`src/rtl/eep_pkg.sv`:
```
package eep_pkg;
  localparam int BYTE_W = 8;
  localparam logic [3:0] DEV_TYPE = 4'b1010;

  typedef enum logic [3:0] {
    ST_IDLE,
    ST_DEV,
    ST_DEVACK,
    ST_ADR,
    ST_ADRACK,
    ST_WDAT,
    ST_WDACK,
    ST_RDAT,
    ST_RACK,
    ST_BUSY
  } eep_state_e;
endpackage

```
`src/rtl/eep_line_filter.sv`:
```
module eep_line_filter #(
  parameter int   FILT_LEN = 5,
  parameter logic IDLE_VAL = 1'b1
) (
  input  logic clk,
  input  logic rst_n,
  input  logic line_i,
  output logic line_o
);
  localparam int CW = $clog2(FILT_LEN + 1);
  localparam logic [CW-1:0] CNT_LAST = CW'(FILT_LEN - 1);
  localparam logic [CW-1:0] CNT_ONE  = CW'(1);

  logic          sync1_q, sync2_q;
  logic [CW-1:0] cnt_q, cnt_n;
  logic          out_n;

  // two-flop synchronizer
  always_ff @(posedge clk or negedge rst_n) begin
    if (!rst_n) begin
      sync1_q <= IDLE_VAL;
      sync2_q <= IDLE_VAL;
    end else begin
      sync1_q <= line_i;
      sync2_q <= sync1_q;
    end
  end

  // accept a new level only after it persisted FILT_LEN samples
  always_comb begin
    cnt_n = '0;
    out_n = line_o;
    if (sync2_q != line_o) begin
      if (cnt_q == CNT_LAST) begin
        out_n = sync2_q;
      end else begin
        cnt_n = cnt_q + CNT_ONE;
      end
    end
  end

  always_ff @(posedge clk or negedge rst_n) begin
    if (!rst_n) begin
      cnt_q  <= '0;
      line_o <= IDLE_VAL;
    end else begin
      cnt_q  <= cnt_n;
      line_o <= out_n;
    end
  end

  // a new filtered level must have been present on the synchronized input
  assert_filter_hold_R10: assert property (@(posedge clk) disable iff (!rst_n)
    (line_o != $past(line_o)) |-> ($past(sync2_q) == line_o && $past(sync2_q, 2) == line_o));
endmodule

```
`src/rtl/eep_store.sv`:
```
module eep_store #(
  parameter int         AW     = 8,
  parameter logic [7:0] ERASED = 8'hFF
) (
  input  logic          clk,
  input  logic          rst_n,
  input  logic          we_i,
  input  logic [AW-1:0] addr_i,
  input  logic [7:0]    wdata_i,
  output logic [7:0]    rdata_o
);
  localparam int DEPTH = 1 << AW;

  logic [7:0] cells_q [DEPTH];

  always_ff @(posedge clk or negedge rst_n) begin
    if (!rst_n) begin
      for (int i = 0; i < DEPTH; i++) cells_q[i] <= ERASED;
    end else if (we_i) begin
      cells_q[addr_i] <= wdata_i;
    end
  end

  assign rdata_o = cells_q[addr_i];

  // a store never lands on an unknown location
  assert_wr_addr_known_R5: assert property (@(posedge clk) disable iff (!rst_n)
    we_i |-> !$isunknown(addr_i));
endmodule

```
`src/rtl/eep_ctrl.sv`:
```
module eep_ctrl
  import eep_pkg::*;
#(
  parameter int         AW        = 8,
  parameter int         PAGE_AW   = 3,
  parameter int         WR_CYCLES = 250000,
  parameter logic [2:0] DEV_SEL   = 3'b000
) (
  input  logic          clk,
  input  logic          rst_n,
  input  logic          scl_f,
  input  logic          sda_f,
  output logic          mem_we_o,
  output logic [AW-1:0] mem_addr_o,
  output logic [7:0]    mem_wdata_o,
  input  logic [7:0]    mem_rdata_i,
  output logic          pull_o,
  output logic          busy_o
);
  localparam int WCW = $clog2(WR_CYCLES + 1);
  localparam logic [WCW-1:0]     WCNT_LAST = WCW'(WR_CYCLES - 1);
  localparam logic [WCW-1:0]     WCNT_ONE  = WCW'(1);
  localparam logic [AW-1:0]      ADDR_ONE  = AW'(1);
  localparam logic [PAGE_AW-1:0] PAGE_ONE  = PAGE_AW'(1);
  localparam logic [3:0]         BIT_LAST  = 4'd7;

  eep_state_e     st_q, st_n;
  logic [3:0]     bitc_q, bitc_n;
  logic [7:0]     sh_q, sh_n;
  logic           pull_q, pull_n;
  logic [AW-1:0]  addr_q, addr_n;
  logic           rw_q, rw_n;
  logic           pend_q, pend_n;
  logic           mack_q, mack_n;
  logic [WCW-1:0] wcnt_q, wcnt_n;
  logic           scl_q, sda_q;
  logic           mem_we;

  // bus events from the filtered lines
  logic scl_rise, scl_fall, start_ev, stop_ev, dev_match;
  logic [AW-1:0] page_inc;

  assign scl_rise  = scl_f & ~scl_q;
  assign scl_fall  = ~scl_f & scl_q;
  assign start_ev  = scl_f & scl_q & sda_q & ~sda_f;
  assign stop_ev   = scl_f & scl_q & ~sda_q & sda_f;
  assign dev_match = (sh_q[7:4] == DEV_TYPE) && (sh_q[3:1] == DEV_SEL);
  assign page_inc  = {addr_q[AW-1:PAGE_AW], addr_q[PAGE_AW-1:0] + PAGE_ONE};

  always_comb begin
    st_n   = st_q;
    bitc_n = bitc_q;
    sh_n   = sh_q;
    pull_n = pull_q;
    addr_n = addr_q;
    rw_n   = rw_q;
    pend_n = pend_q;
    mack_n = mack_q;
    wcnt_n = wcnt_q;
    mem_we = 1'b0;
    if (st_q == ST_BUSY) begin
      // self-timed write cycle: the bus is not looked at
      if (wcnt_q == WCNT_LAST) begin
        st_n   = ST_IDLE;
        wcnt_n = '0;
      end else begin
        wcnt_n = wcnt_q + WCNT_ONE;
      end
    end else if (start_ev) begin
      st_n   = ST_DEV;
      bitc_n = '0;
      pull_n = 1'b0;
      pend_n = 1'b0;
    end else if (stop_ev) begin
      pull_n = 1'b0;
      bitc_n = '0;
      if (pend_q) begin
        st_n   = ST_BUSY;
        wcnt_n = '0;
        pend_n = 1'b0;
      end else begin
        st_n = ST_IDLE;
      end
    end else begin
      unique case (st_q)
        ST_DEV, ST_ADR, ST_WDAT: begin
          if (scl_rise && !bitc_q[3]) begin
            sh_n   = {sh_q[6:0], sda_f};
            bitc_n = bitc_q + 4'd1;
          end else if (scl_fall && bitc_q[3]) begin
            bitc_n = '0;
            if (st_q == ST_DEV) begin
              if (dev_match) begin
                pull_n = 1'b1;
                rw_n   = sh_q[0];
                st_n   = ST_DEVACK;
              end else begin
                st_n = ST_IDLE;
              end
            end else if (st_q == ST_ADR) begin
              pull_n = 1'b1;
              addr_n = sh_q;
              st_n   = ST_ADRACK;
            end else begin
              pull_n = 1'b1;
              mem_we = 1'b1;
              addr_n = page_inc;
              pend_n = 1'b1;
              st_n   = ST_WDACK;
            end
          end
        end
        ST_DEVACK, ST_ADRACK, ST_WDACK: begin
          if (scl_fall) begin
            pull_n = 1'b0;
            bitc_n = '0;
            if (st_q == ST_DEVACK && rw_q) begin
              st_n   = ST_RDAT;
              sh_n   = mem_rdata_i;
              pull_n = ~mem_rdata_i[7];
            end else if (st_q == ST_DEVACK) begin
              st_n = ST_ADR;
            end else begin
              st_n = ST_WDAT;
            end
          end
        end
        ST_RDAT: begin
          if (scl_fall) begin
            if (bitc_q == BIT_LAST) begin
              pull_n = 1'b0;
              bitc_n = '0;
              addr_n = addr_q + ADDR_ONE;
              st_n   = ST_RACK;
            end else begin
              sh_n   = {sh_q[6:0], 1'b0};
              pull_n = ~sh_q[6];
              bitc_n = bitc_q + 4'd1;
            end
          end
        end
        ST_RACK: begin
          if (scl_rise) begin
            mack_n = ~sda_f;
          end else if (scl_fall) begin
            if (mack_q) begin
              st_n   = ST_RDAT;
              sh_n   = mem_rdata_i;
              pull_n = ~mem_rdata_i[7];
              bitc_n = '0;
            end else begin
              st_n = ST_IDLE;
            end
          end
        end
        default: begin
        end
      endcase
    end
  end

  always_ff @(posedge clk or negedge rst_n) begin
    if (!rst_n) begin
      st_q   <= ST_IDLE;
      bitc_q <= '0;
      sh_q   <= '0;
      pull_q <= 1'b0;
      addr_q <= '0;
      rw_q   <= 1'b0;
      pend_q <= 1'b0;
      mack_q <= 1'b0;
      wcnt_q <= '0;
      scl_q  <= 1'b1;
      sda_q  <= 1'b1;
    end else begin
      st_q   <= st_n;
      bitc_q <= bitc_n;
      sh_q   <= sh_n;
      pull_q <= pull_n;
      addr_q <= addr_n;
      rw_q   <= rw_n;
      pend_q <= pend_n;
      mack_q <= mack_n;
      wcnt_q <= wcnt_n;
      scl_q  <= scl_f;
      sda_q  <= sda_f;
    end
  end

  assign mem_we_o    = mem_we;
  assign mem_addr_o  = addr_q;
  assign mem_wdata_o = sh_q;
  assign pull_o      = pull_q;
  assign busy_o      = (st_q == ST_BUSY);

  // the line is only ever pulled in a cycle that followed a low SCL sample
  assert_pull_after_low_R11: assert property (@(posedge clk) disable iff (!rst_n)
    $rose(pull_q) |-> !$past(scl_f));

  // nothing is driven while the write cycle runs
  assert_busy_quiet_R7: assert property (@(posedge clk) disable iff (!rst_n)
    busy_o |-> !pull_q);

  // standby never drives the line
  assert_idle_no_ack_R3: assert property (@(posedge clk) disable iff (!rst_n)
    (st_q == ST_IDLE) |-> !pull_q);

  // a data byte never moves the counter out of its page
  assert_page_wrap_R5: assert property (@(posedge clk) disable iff (!rst_n)
    (st_q == ST_WDACK && $past(st_q) == ST_WDAT) |->
      (addr_q[AW-1:PAGE_AW] == $past(addr_q[AW-1:PAGE_AW])));
endmodule

```
`src/rtl/i2c_eeprom_target.sv`:
```
module i2c_eeprom_target #(
  parameter int         ADDR_W    = 8,
  parameter int         PAGE_W    = 3,
  parameter int         FILT_LEN  = 5,
  parameter int         WR_CYCLES = 250000,
  parameter logic [2:0] DEV_SEL   = 3'b000
) (
  input  logic clk,
  input  logic rst_n,
  input  logic scl_i,
  input  logic sda_i,
  output logic sda_pull_o,
  output logic busy_o
);
  localparam int NLINES = 2;

  logic [NLINES-1:0] raw_lines, flt_lines;
  logic              mem_we;
  logic [ADDR_W-1:0] mem_addr;
  logic [7:0]        mem_wdata, mem_rdata;

  assign raw_lines = {sda_i, scl_i};

  for (genvar g = 0; g < NLINES; g++) begin : g_line
    eep_line_filter #(
      .FILT_LEN (FILT_LEN),
      .IDLE_VAL (1'b1)
    ) u_flt (
      .clk    (clk),
      .rst_n  (rst_n),
      .line_i (raw_lines[g]),
      .line_o (flt_lines[g])
    );
  end

  eep_ctrl #(
    .AW        (ADDR_W),
    .PAGE_AW   (PAGE_W),
    .WR_CYCLES (WR_CYCLES),
    .DEV_SEL   (DEV_SEL)
  ) u_ctrl (
    .clk         (clk),
    .rst_n       (rst_n),
    .scl_f       (flt_lines[0]),
    .sda_f       (flt_lines[1]),
    .mem_we_o    (mem_we),
    .mem_addr_o  (mem_addr),
    .mem_wdata_o (mem_wdata),
    .mem_rdata_i (mem_rdata),
    .pull_o      (sda_pull_o),
    .busy_o      (busy_o)
  );

  eep_store #(
    .AW     (ADDR_W),
    .ERASED (8'hFF)
  ) u_store (
    .clk     (clk),
    .rst_n   (rst_n),
    .we_i    (mem_we),
    .addr_i  (mem_addr),
    .wdata_i (mem_wdata),
    .rdata_o (mem_rdata)
  );
endmodule

```
`config.mk`:
```
export PLATFORM = sky130hd
export DESIGN_NAME = i2c_eeprom_target
export DESIGN_NICKNAME = d
export VERILOG_FILES = /design/src/rtl/eep_pkg.sv /design/src/rtl/eep_line_filter.sv /design/src/rtl/eep_store.sv /design/src/rtl/eep_ctrl.sv /design/src/rtl/i2c_eeprom_target.sv
export SDC_FILE = /design/constraint.sdc
export NUM_CORES = 2
export LEC_CHECK = 0
export ABC_AREA = 0
export ABC_CLOCK_PERIOD_IN_PS = 9700
export BUFFER_PORTS_ARGS = -buffer_cell sky130_fd_sc_hd__buf_2
export CORE_MARGIN = 2
export CORE_UTILIZATION = 60
export DETAILED_ROUTE_END_ITERATION = 12
export PLACE_DENSITY = 0.76
export SLEW_MARGIN = 0
export SYNTH_ARGS = -nofsm -noshare
export SYNTH_HDL_FRONTEND = slang
export SYNTH_SLANG_ARGS = --single-unit
```
`constraint.sdc`:
```
create_clock -name clk -period 9.7 [get_ports clk]
set_clock_uncertainty 0.05 [all_clocks]
set_input_delay 0.97 -clock clk [delete_from_list [all_inputs] [get_ports clk]]
set_output_delay 0.97 -clock clk [all_outputs]
set_load 0.02 [all_outputs]
```
==> flow_metrics.env <==
export IMPL_synth_top_cell_area_share_pct=55.1
export IMPL_gr_total_overflow=0
export IMPL_areaGrowthSynthToFinish_pct=8.35
export IMPL_drive_above_1_share_pct=70.2
export IMPL_ys_types=62
export IMPL_synth_seq_area_share_pct=56.4
export IMPL_cp_arrival_ps=5660
export IMPL_whs_path_depth=1
export IMPL_dieHeight_um=408
export IMPL_yosys_top_cells_area="dfstp_2 55%, mux2_2 17%, mux4_2 14%"
export IMPL_fillers=11300
export IMPL_holdPathEnd="g_line[1].u_flt.sync1_q$_DFF_PN1_"
export IMPL_setup_violations=0
export IMPL_synth_fp_nets=6790
export IMPL_finalCritPeriodShare_pct=51.1
export IMPL_synth_main_ff_cell="dfstp_2"
export IMPL_io_pins=6
export IMPL_worstMarginPinSlew_ps=1360
export IMPL_cts_tree="yes"
export IMPL_power_density_nw_per_um2=207
export IMPL_clk_insertion_delay_late_ps=870
export IMPL_fin_ws_ps=4740
export IMPL_hold_viol=0
export IMPL_worst_setup_path_start_kind="flop"
export IMPL_clk_path_buf_depth=3
export IMPL_ir_drop_v=0.000269
export IMPL_reg2reg_to="u_ctrl.mem_wdata_o[1]$_DFFE_PN0P_"
export IMPL_synth_area_leader_cell="dfstp_2"
export IMPL_yosys_top_cells_count="2,056 x dfstp_2, 1,484 x mux2_2, 835 x nand2_1, 626 x mux4_2, 618 x o21ai_0"
export IMPL_die_x_um=408
export IMPL_clock_root_buffer="clkbuf_16"
export IMPL_antenna_found_initial=10
export IMPL_fmaxAchievable_mhz=202
export IMPL_leakage_nw=40.8
export IMPL_worstSetupPathType="flop to flop"
export IMPL_core_area_um2=163000
export IMPL_clk_pin_slew_ps=60
export IMPL_worst_ep_required_time_ps=10410
export IMPL_wl_um=255000
export IMPL_synth_edf_count=0
export IMPL_pre_cts_ws_ps=4850
export IMPL_rows=148
export IMPL_reg2reg_depth=8
export IMPL_hp_class="input pin to flop"
export IMPL_ys_warnings_count=0
export IMPL_rr_startpoint="u_ctrl.mem_addr_o[1]$_DFFE_PN0P_"
export IMPL_synth_most_common_cell="dfstp_2"
export IMPL_slew_headroom_pct=9.43
export IMPL_hp_start="sda_i"
export IMPL_vias=58600
export IMPL_post_drt_wl_per_cell_um=28.9
export IMPL_grt_usage_pct=30.8
export IMPL_rsz0062_at_grt="false"
export IMPL_cap_viol_max_count=0
export IMPL_rrSetupSlack_ps=4740
export IMPL_ys_seq_elements=2108
export IMPL_initial_core_util_pct=60.3
export IMPL_grt_pass1_vias=60000
export IMPL_syn_area_per_cell_um2=14.5
export IMPL_ant_nets=0
export IMPL_worstPathMaxFanout=58
export IMPL_portBuffers=5
export IMPL_dr_pass1_iters=8
export IMPL_grt_max_degree=232
export IMPL_cts_buffers=209
export IMPL_cts_sinks=2108
export IMPL_dieArea_um2=167000
export IMPL_via_per_inst=6.64
export IMPL_h_tree_depth=4
export IMPL_route_detailed_drc=0
export IMPL_grt_pass1_wl_um=388000
export IMPL_slew_viol_final=0
export IMPL_post_cts_resized=0
export IMPL_end_kind="flop"
export IMPL_post_cts_buffers=0
export IMPL_fin_nets=6481
export IMPL_netlist_instances=6776
export IMPL_fin_crit_ps=4960
export IMPL_place_gp_congestion=0.961
export IMPL_hold_buffers=0
export IMPL_setup_tns_ps=0
export IMPL_status="finished, final reports clean"
export IMPL_detail_route_iter0_violations=5859
export IMPL_syn_area_um2=98000
export IMPL_dp_cells=8431
export IMPL_async_reset_ff_share_pct=100
export IMPL_place_hpwl_um=153000
export IMPL_fin_cells=8816
export IMPL_crit_start="u_ctrl.mem_addr_o[1]$_DFFE_PN0P_"
cell usage in the layout, fill, tap and decap left out, drive strengths merged, types with 5 or more instances in the layout:
master and count:
a21oi 41, dfstp 2056, o21ai 620, mux4 626, nor4 9, and3 16
mux2 1484, and2 17, or2 6, inv 26, buf 106, a22oi 54
nor2 93, o31ai 9, clkbuf 321, nor2b 10, nand2b 14, a221oi 9
ha 10, nand4 6, mux2i 27, bufinv 8, nand2 835, a22o 5
a31oi 6, nand3 42, nor3 25, dfrtp 52, clkinv 42, o22ai 6
critical path, stage by stage (launching register included):
cell	delay [ps]
dfrtp_4	1040
buf_4	840
buf_4	800
mux4_2	420
mux4_2	490
a22oi_1	640
nand4_1	180
nor2_1	130
a31oi_1	90
flip-flops by register name, indices dropped and copies added, names as in the netlist, 2 cells and up:
name / count
g_line.u_flt.sync1_q: 2
g_line.u_flt.cnt_q: 6
g_line.u_flt.line_o: 2
u_ctrl.mem_addr_o: 8
u_ctrl.mem_wdata_o: 8
u_ctrl.wcnt_q: 18
u_ctrl.st_q: 4
u_ctrl.bitc_q: 4
u_store.cells_q: 2048
g_line.u_flt.sync2_q: 2
report_power, final:
part | internal (mW) | switching, mW
clock | 4.65 | 3.53
combinational | 1.26 | 3.13
sequential | 8.91 | 0.479
metal layers:
layer / wire (um) / track usage (%) / vias to the layer above
met3: 21800 / 7.66 / 649
met4: 12600 / 13.9 / 6
met5: 40 / 0 / -
li1: - / - / 24100
met2: 118000 / 46.7 / 2338
met1: 103000 / 42.5 / 31500
final cells by class:
type | count | area (um2) | area share [%]
Antenna cell | 3 | 7.51 | 0.00707
Sequential cell | 2108 | 55400 | 52.1
Clock inverter | 61 | 776 | 0.730
Inverter | 19 | 86.3 | 0.0813
Timing Repair Buffer | 106 | 961 | 0.905
Tap cell | 2175 | 2720 | 2.56
Clock buffer | 321 | 6220 | 5.86
Multi-Input combinational cell | 4023 | 40100 | 37.7
cells by family (layout without fill, tap and decap cells):
logic type               after synthesis  count (layout)  synth area share [%]
multiplexers                        2137            2137                  31.7
flip-flops                          2108            2108                  56.4
AND/OR/NAND/NOR                     1088            1088                  4.60
AO/OA/AOI/OAI                        783             783                  4.35
buffers and inverters                645             507                  2.74
adder cells (fa/ha/maj)               10              10                 0.128
XOR/XNOR                               5               5                0.0447
other                                  0               3                     0
worst max path at each step:
stage	end
6_report	u_ctrl.mem_wdata_o[1]$_DFFE_PN0P_
5_1_grt	u_ctrl.mem_wdata_o[0]$_DFFE_PN0P_
4_1_cts	u_ctrl.mem_wdata_o[2]$_DFFE_PN0P_
3_5_place_dp	u_ctrl.mem_wdata_o[2]$_DFFE_PN0P_
3_3_place_gp	u_ctrl.mem_wdata_o[2]$_DFFE_PN0P_
2_1_floorplan	u_store.cells_q[977]$_DFFE_PN1P_
metrics by stage:
step	util (%)	power, mW	instance area [um2]	hold slack [ps]
6_report	65.3	22.0	106000	143
3_3_place_gp	61.0	13.8	99200	301
4_1_cts	65.3	22.0	106000	116
2_1_floorplan	-	12.3	98000	295
5_1_grt	65.3	22.7	106000	130
3_5_place_dp	61.0	13.9	99200	310
(Power assumes the default switching activity.)
